## config.mk

```make
export PLATFORM = sky130hd
export DESIGN_NAME = link_hotplug_ctrl
export DESIGN_NICKNAME = d
export VERILOG_FILES = /design/src/rtl/link_hotplug_ctrl.sv
export SDC_FILE = /design/constraint.sdc
export NUM_CORES = 1
export LEC_CHECK = 0
export ABC_AREA = 0
export BUFFER_PORTS_ARGS = -buffer_cell sky130_fd_sc_hd__buf_4
export CORE_ASPECT_RATIO = 1.1
export CORE_UTILIZATION = 40
export CTS_CLUSTER_SIZE = 8
export DETAILED_ROUTE_END_ITERATION = 6
export MAX_ROUTING_LAYER = met4
export PLACE_DENSITY_LB_ADDON = 0.08
export SETUP_SLACK_MARGIN = 0.1
export SKIP_LAST_GASP = 1
export SLEW_MARGIN = 0
export SYNTH_ARGS = -nofsm -noshare
export SYNTH_HDL_FRONTEND = slang
export SYNTH_SLANG_ARGS = --single-unit
```

## constraint.sdc

```tcl
create_clock -name clk -period 2.8 [get_ports clk]
set_clock_uncertainty 0.2 [all_clocks]
set_input_delay 0.56 -clock clk [delete_from_list [all_inputs] [get_ports clk]]
set_output_delay 0.56 -clock clk [all_outputs]
set_load 0.01 [all_outputs]
```

## src/rtl/link_hotplug_ctrl.sv

```systemverilog
module link_hotplug_ctrl #(
  parameter int unsigned RETRY_CYC = 25_000_000,
  parameter int unsigned SIL_CYC   = 50
) (
  input  logic clk,
  input  logic rst_n,
  input  logic line_active,
  input  logic init_seen,
  input  logic phy_ok,
  input  logic irq_en,
  input  logic irq_clr,
  output logic reset_req,
  output logic link_ready,
  output logic chg_flag,
  output logic irq_o
);
  localparam int RW = $clog2(RETRY_CYC + 1);
  localparam int SW = $clog2(SIL_CYC + 1);
  localparam logic [RW-1:0] RLAST = RW'(RETRY_CYC - 1);
  localparam logic [SW-1:0] SLAST = SW'(SIL_CYC - 1);

  typedef enum logic {ST_CR, ST_RDY} st_t;
  st_t st, st_nx;

  logic [RW-1:0] rcnt;
  logic [SW-1:0] scnt;

  wire in_cr   = (st == ST_CR);
  wire in_rdy  = (st == ST_RDY);
  wire go_rdy  = in_cr && init_seen && phy_ok;
  wire quiet   = in_rdy && !line_active && (scnt == SLAST);
  wire go_cr   = in_rdy && (!phy_ok || quiet);

  always_comb begin
    st_nx = st;
    if (go_rdy)     st_nx = ST_RDY;
    else if (go_cr) st_nx = ST_CR;
  end

  always_ff @(posedge clk) begin
    if (!rst_n) begin
      st        <= ST_CR;
      rcnt      <= '0;
      scnt      <= '0;
      reset_req <= 1'b0;
      chg_flag  <= 1'b0;
    end else begin
      st        <= st_nx;
      reset_req <= in_cr && (rcnt == '0) && !go_rdy;
      if (in_cr && !go_rdy)
        rcnt <= (rcnt == RLAST) ? '0 : rcnt + 1'b1;
      else
        rcnt <= '0;
      if (in_rdy && !line_active && !go_cr)
        scnt <= scnt + 1'b1;
      else
        scnt <= '0;
      chg_flag  <= (st_nx != st) || (chg_flag && !irq_clr);
    end
  end

  assign link_ready = in_rdy;
  assign irq_o      = chg_flag & irq_en;
endmodule

```

==> impl_metrics.ini <==
[run_status]
status = finished clean

[place]
io_buffers = 10
place_hpwl_mm = 2.34
gp_congestion = 0.798
dpl.cell_count = 243

[global_route]
grt_usage = 0.173
grt_pass1_vias = 1276
grt_pass1_wl_mm = 5.51
antenna_found_initial = 0
grt_max_degree = 24
overflow = 0

[floorplan]
fp.dieW_um = 62.7
initial_core_util = 0.430
die_y_um = 68.8
core_area_um2 = 3770
die_area_um2 = 4320
ios = 11
placementRows = 23

[sta]
hold_viol_final = 0
tightest_slew_ns = 0.623
drv_slew = 0
slew_headroom = 0.581
fin_crit_ns = 2.33
final.setup.tns_ns = 0
setup_viol = 0
hold_ws_ns = 0.275
rsz0062_at_grt = false
max_freq_ghz = 0.429
period_share = 0.832

[final_layout]
area_growth_syn_to_layout_pct = 12.7
nets = 211
final_cells = 249
fill_cells = 367
regArea_um2 = 681
drive_above_1_share = 0.131
antenna_cells = 0
multi_input_area_um2 = 887

[logic_synthesis]
synth_top_area_frac = 0.419
yosys_warnings = 0
netlist_instances = 187
avgSynthCellArea_um2 = 8.68
async_flop_share = 0
yosysTopAreaCell = dfxtp_1
synth.area.top_cells = dfxtp_1 42%, xnor2_1 5.9%, nor2_1 5.8%
syn_area_um2 = 1620
yosysMostFrequentCell = dfxtp_1
syn-num-nets = 198
yosysSeqAreaShare = 0.419
synth_cell_types = 36
synth_top_flop_cell = dfxtp_1
synth_edf_count = 0
ys_ff_latch = 34
synth_top_cells_by_count = 34 x dfxtp_1, 25 x nor2_1, 13 x nand2_1

[pwr]
power_uw = 887
ir_drop_mv = 0.329
p_per_area_nw_per_um2 = 485
p_leak_uw = 0.000633

[detailed_routing]
avgRoutedWirePerCell_um = 12.7
final_antenna_net_count = 0
drt_pass1_iterations = 4
drt_iter0_markers = 62
totalWireLength_mm = 3.17
vias = 1353
route.detailed.drc = 0
via_per_inst = 5.43

[setup_path]
r2r-end = rcnt[22]$_SDFF_PP0_
r2r_start = rcnt[0]$_SDFF_PP0_
crit_arrival_ns = 2.35
crit_path_end_kind = register
worstPathMaxFanout = 8
critPathKind = reg -> reg
required_ns = 2.82
reg2reg_depth = 5
reg2reg_slack_ns = 0.47
start_kind = register

[clock_tree]
postCtsSetupBuffers = 0
cts_resized = 0
path_clk_slew_ns = 0.06
clock_sinks = 34
cts_max_level = 2
cts_made_buffers = 5
cts_root_buffer = clkbuf_8
cts_tree = yes
insertion_delay_ns = 0.28
cts_buffer_depth = 2
ctsHoldBuffers = 0

[flow_run]
cap_viol_max_count = 0

[hold_path]
hold_end = scnt[0]$_SDFF_PN0_
hp-class = reg -> reg
hold_depth = 1
hp-start = scnt[0]$_SDFF_PN0_
-- flip-flops by register name, summed over array words and instances, names as in the netlist --
signal and count:
chg_flag 1, link_ready 1, rcnt 25, reset_req 1
scnt 6
-- layout by cell type, fill, tap and decap left out --
| cell | netlist | layout |
|---|---|---|
| a211oi_1 | 2 | 2 |
| a21o_1 | 1 | 1 |
| a21oi_1 | 9 | 9 |
| a21oi_2 | 1 | 1 |
| and2_1 | 1 | 1 |
| and3_1 | 2 | 2 |
| and4_1 | 2 | 2 |
| buf_4 | 0 | 12 |
| clkbuf_8 | 0 | 6 |
| dfxtp_1 | 34 | 34 |
| ha_1 | 4 | 4 |
| inv_1 | 7 | 7 |
| mux2i_1 | 2 | 2 |
| nand2_1 | 13 | 13 |
| nand2_4 | 1 | 1 |
| nand2b_1 | 3 | 3 |
| nand3_1 | 11 | 11 |
| nand3_2 | 1 | 1 |
| nand4_1 | 4 | 4 |
| nand4_4 | 1 | 1 |
| nand4b_1 | 1 | 1 |
| nor2_1 | 25 | 25 |
| nor3_1 | 6 | 6 |
| nor4_1 | 6 | 6 |
| nor4b_1 | 1 | 1 |
| o21ai_0 | 6 | 6 |
| o311ai_0 | 2 | 2 |
| o31ai_1 | 4 | 4 |
| o31ai_2 | 1 | 1 |
| or3_1 | 6 | 6 |
| or4_1 | 5 | 5 |
| or4_2 | 1 | 1 |
| or4_4 | 1 | 1 |
| or4b_2 | 1 | 1 |
| xnor2_1 | 11 | 11 |
| xor2_1 | 5 | 5 |
-- how the worst max path moves through the flow --
stage / from / to / cells past startpoint
after global placement: rcnt[0]$_SDFF_PP0_ / rcnt[22]$_SDFF_PP0_ / 5
after floorplan: rcnt[0]$_SDFF_PP0_ / rcnt[22]$_SDFF_PP0_ / 6
after global routing: rcnt[0]$_SDFF_PP0_ / rcnt[22]$_SDFF_PP0_ / 5
final: rcnt[0]$_SDFF_PP0_ / rcnt[22]$_SDFF_PP0_ / 5
after CTS: rcnt[0]$_SDFF_PP0_ / rcnt[22]$_SDFF_PP0_ / 5
after detailed placement: rcnt[0]$_SDFF_PP0_ / rcnt[22]$_SDFF_PP0_ / 5
-- routing by layer --
metal,wire (um),global-route usage
met1,1410,0.175
met4,70,0.0901
met2,1580,0.307
met5,0,-
met3,109,0.0526
-- stage by stage --
stage / cell area [um^2] / setup WS (ns) / util
floorplan: 1620 / 0.595 / -
global placement: 1750 / 0.560 / 0.463
detailed placement: 1750 / 0.491 / 0.463
CTS: 1830 / 0.475 / 0.485
global route: 1830 / 0.387 / 0.485
finish: 1830 / 0.470 / 0.485
-- worst max-delay path, stage by stage, from the launching register on --
cell and delay, ns:
dfxtp_1 0.38, ha_1 0.27, nand2_4 0.09, or4_1 0.66
or4_4 0.53, a21oi_2 0.14
-- layout make-up --
| type | instances | area share |
|---|---|---|
| inverter | 7 | 0.0144 |
| clock buffer | 6 | 0.0451 |
| multi-input combinational | 140 | 0.485 |
| timing repair buffer | 12 | 0.0492 |
| tap | 50 | 0.0342 |
| sequential | 34 | 0.372 |
-- kinds of logic (layout without fill, tap and decap cells) --
family / Yosys count / in the layout / share of synthesized area
multiplexers: 2 / 2 / 0.0123
flip-flops: 34 / 34 / 0.419
AO/OA/AOI/OAI: 26 / 26 / 0.103
XOR/XNOR: 16 / 16 / 0.0864
adder cells (fa/ha/maj): 4 / 4 / 0.0308
AND/OR/NAND/NOR: 92 / 92 / 0.315
buffers and inverters: 13 / 25 / 0.0339
-- report_power, final --
| part | leakage, uW | internal, uW | switching (uW) |
|---|---|---|---|
| Combinational | 0.000315 | 21.8 | 22.4 |
| Clock | 0.0000431 | 189 | 159 |
| Sequential | 0.000275 | 490 | 5.03 |
(Power assumes the default switching activity.)
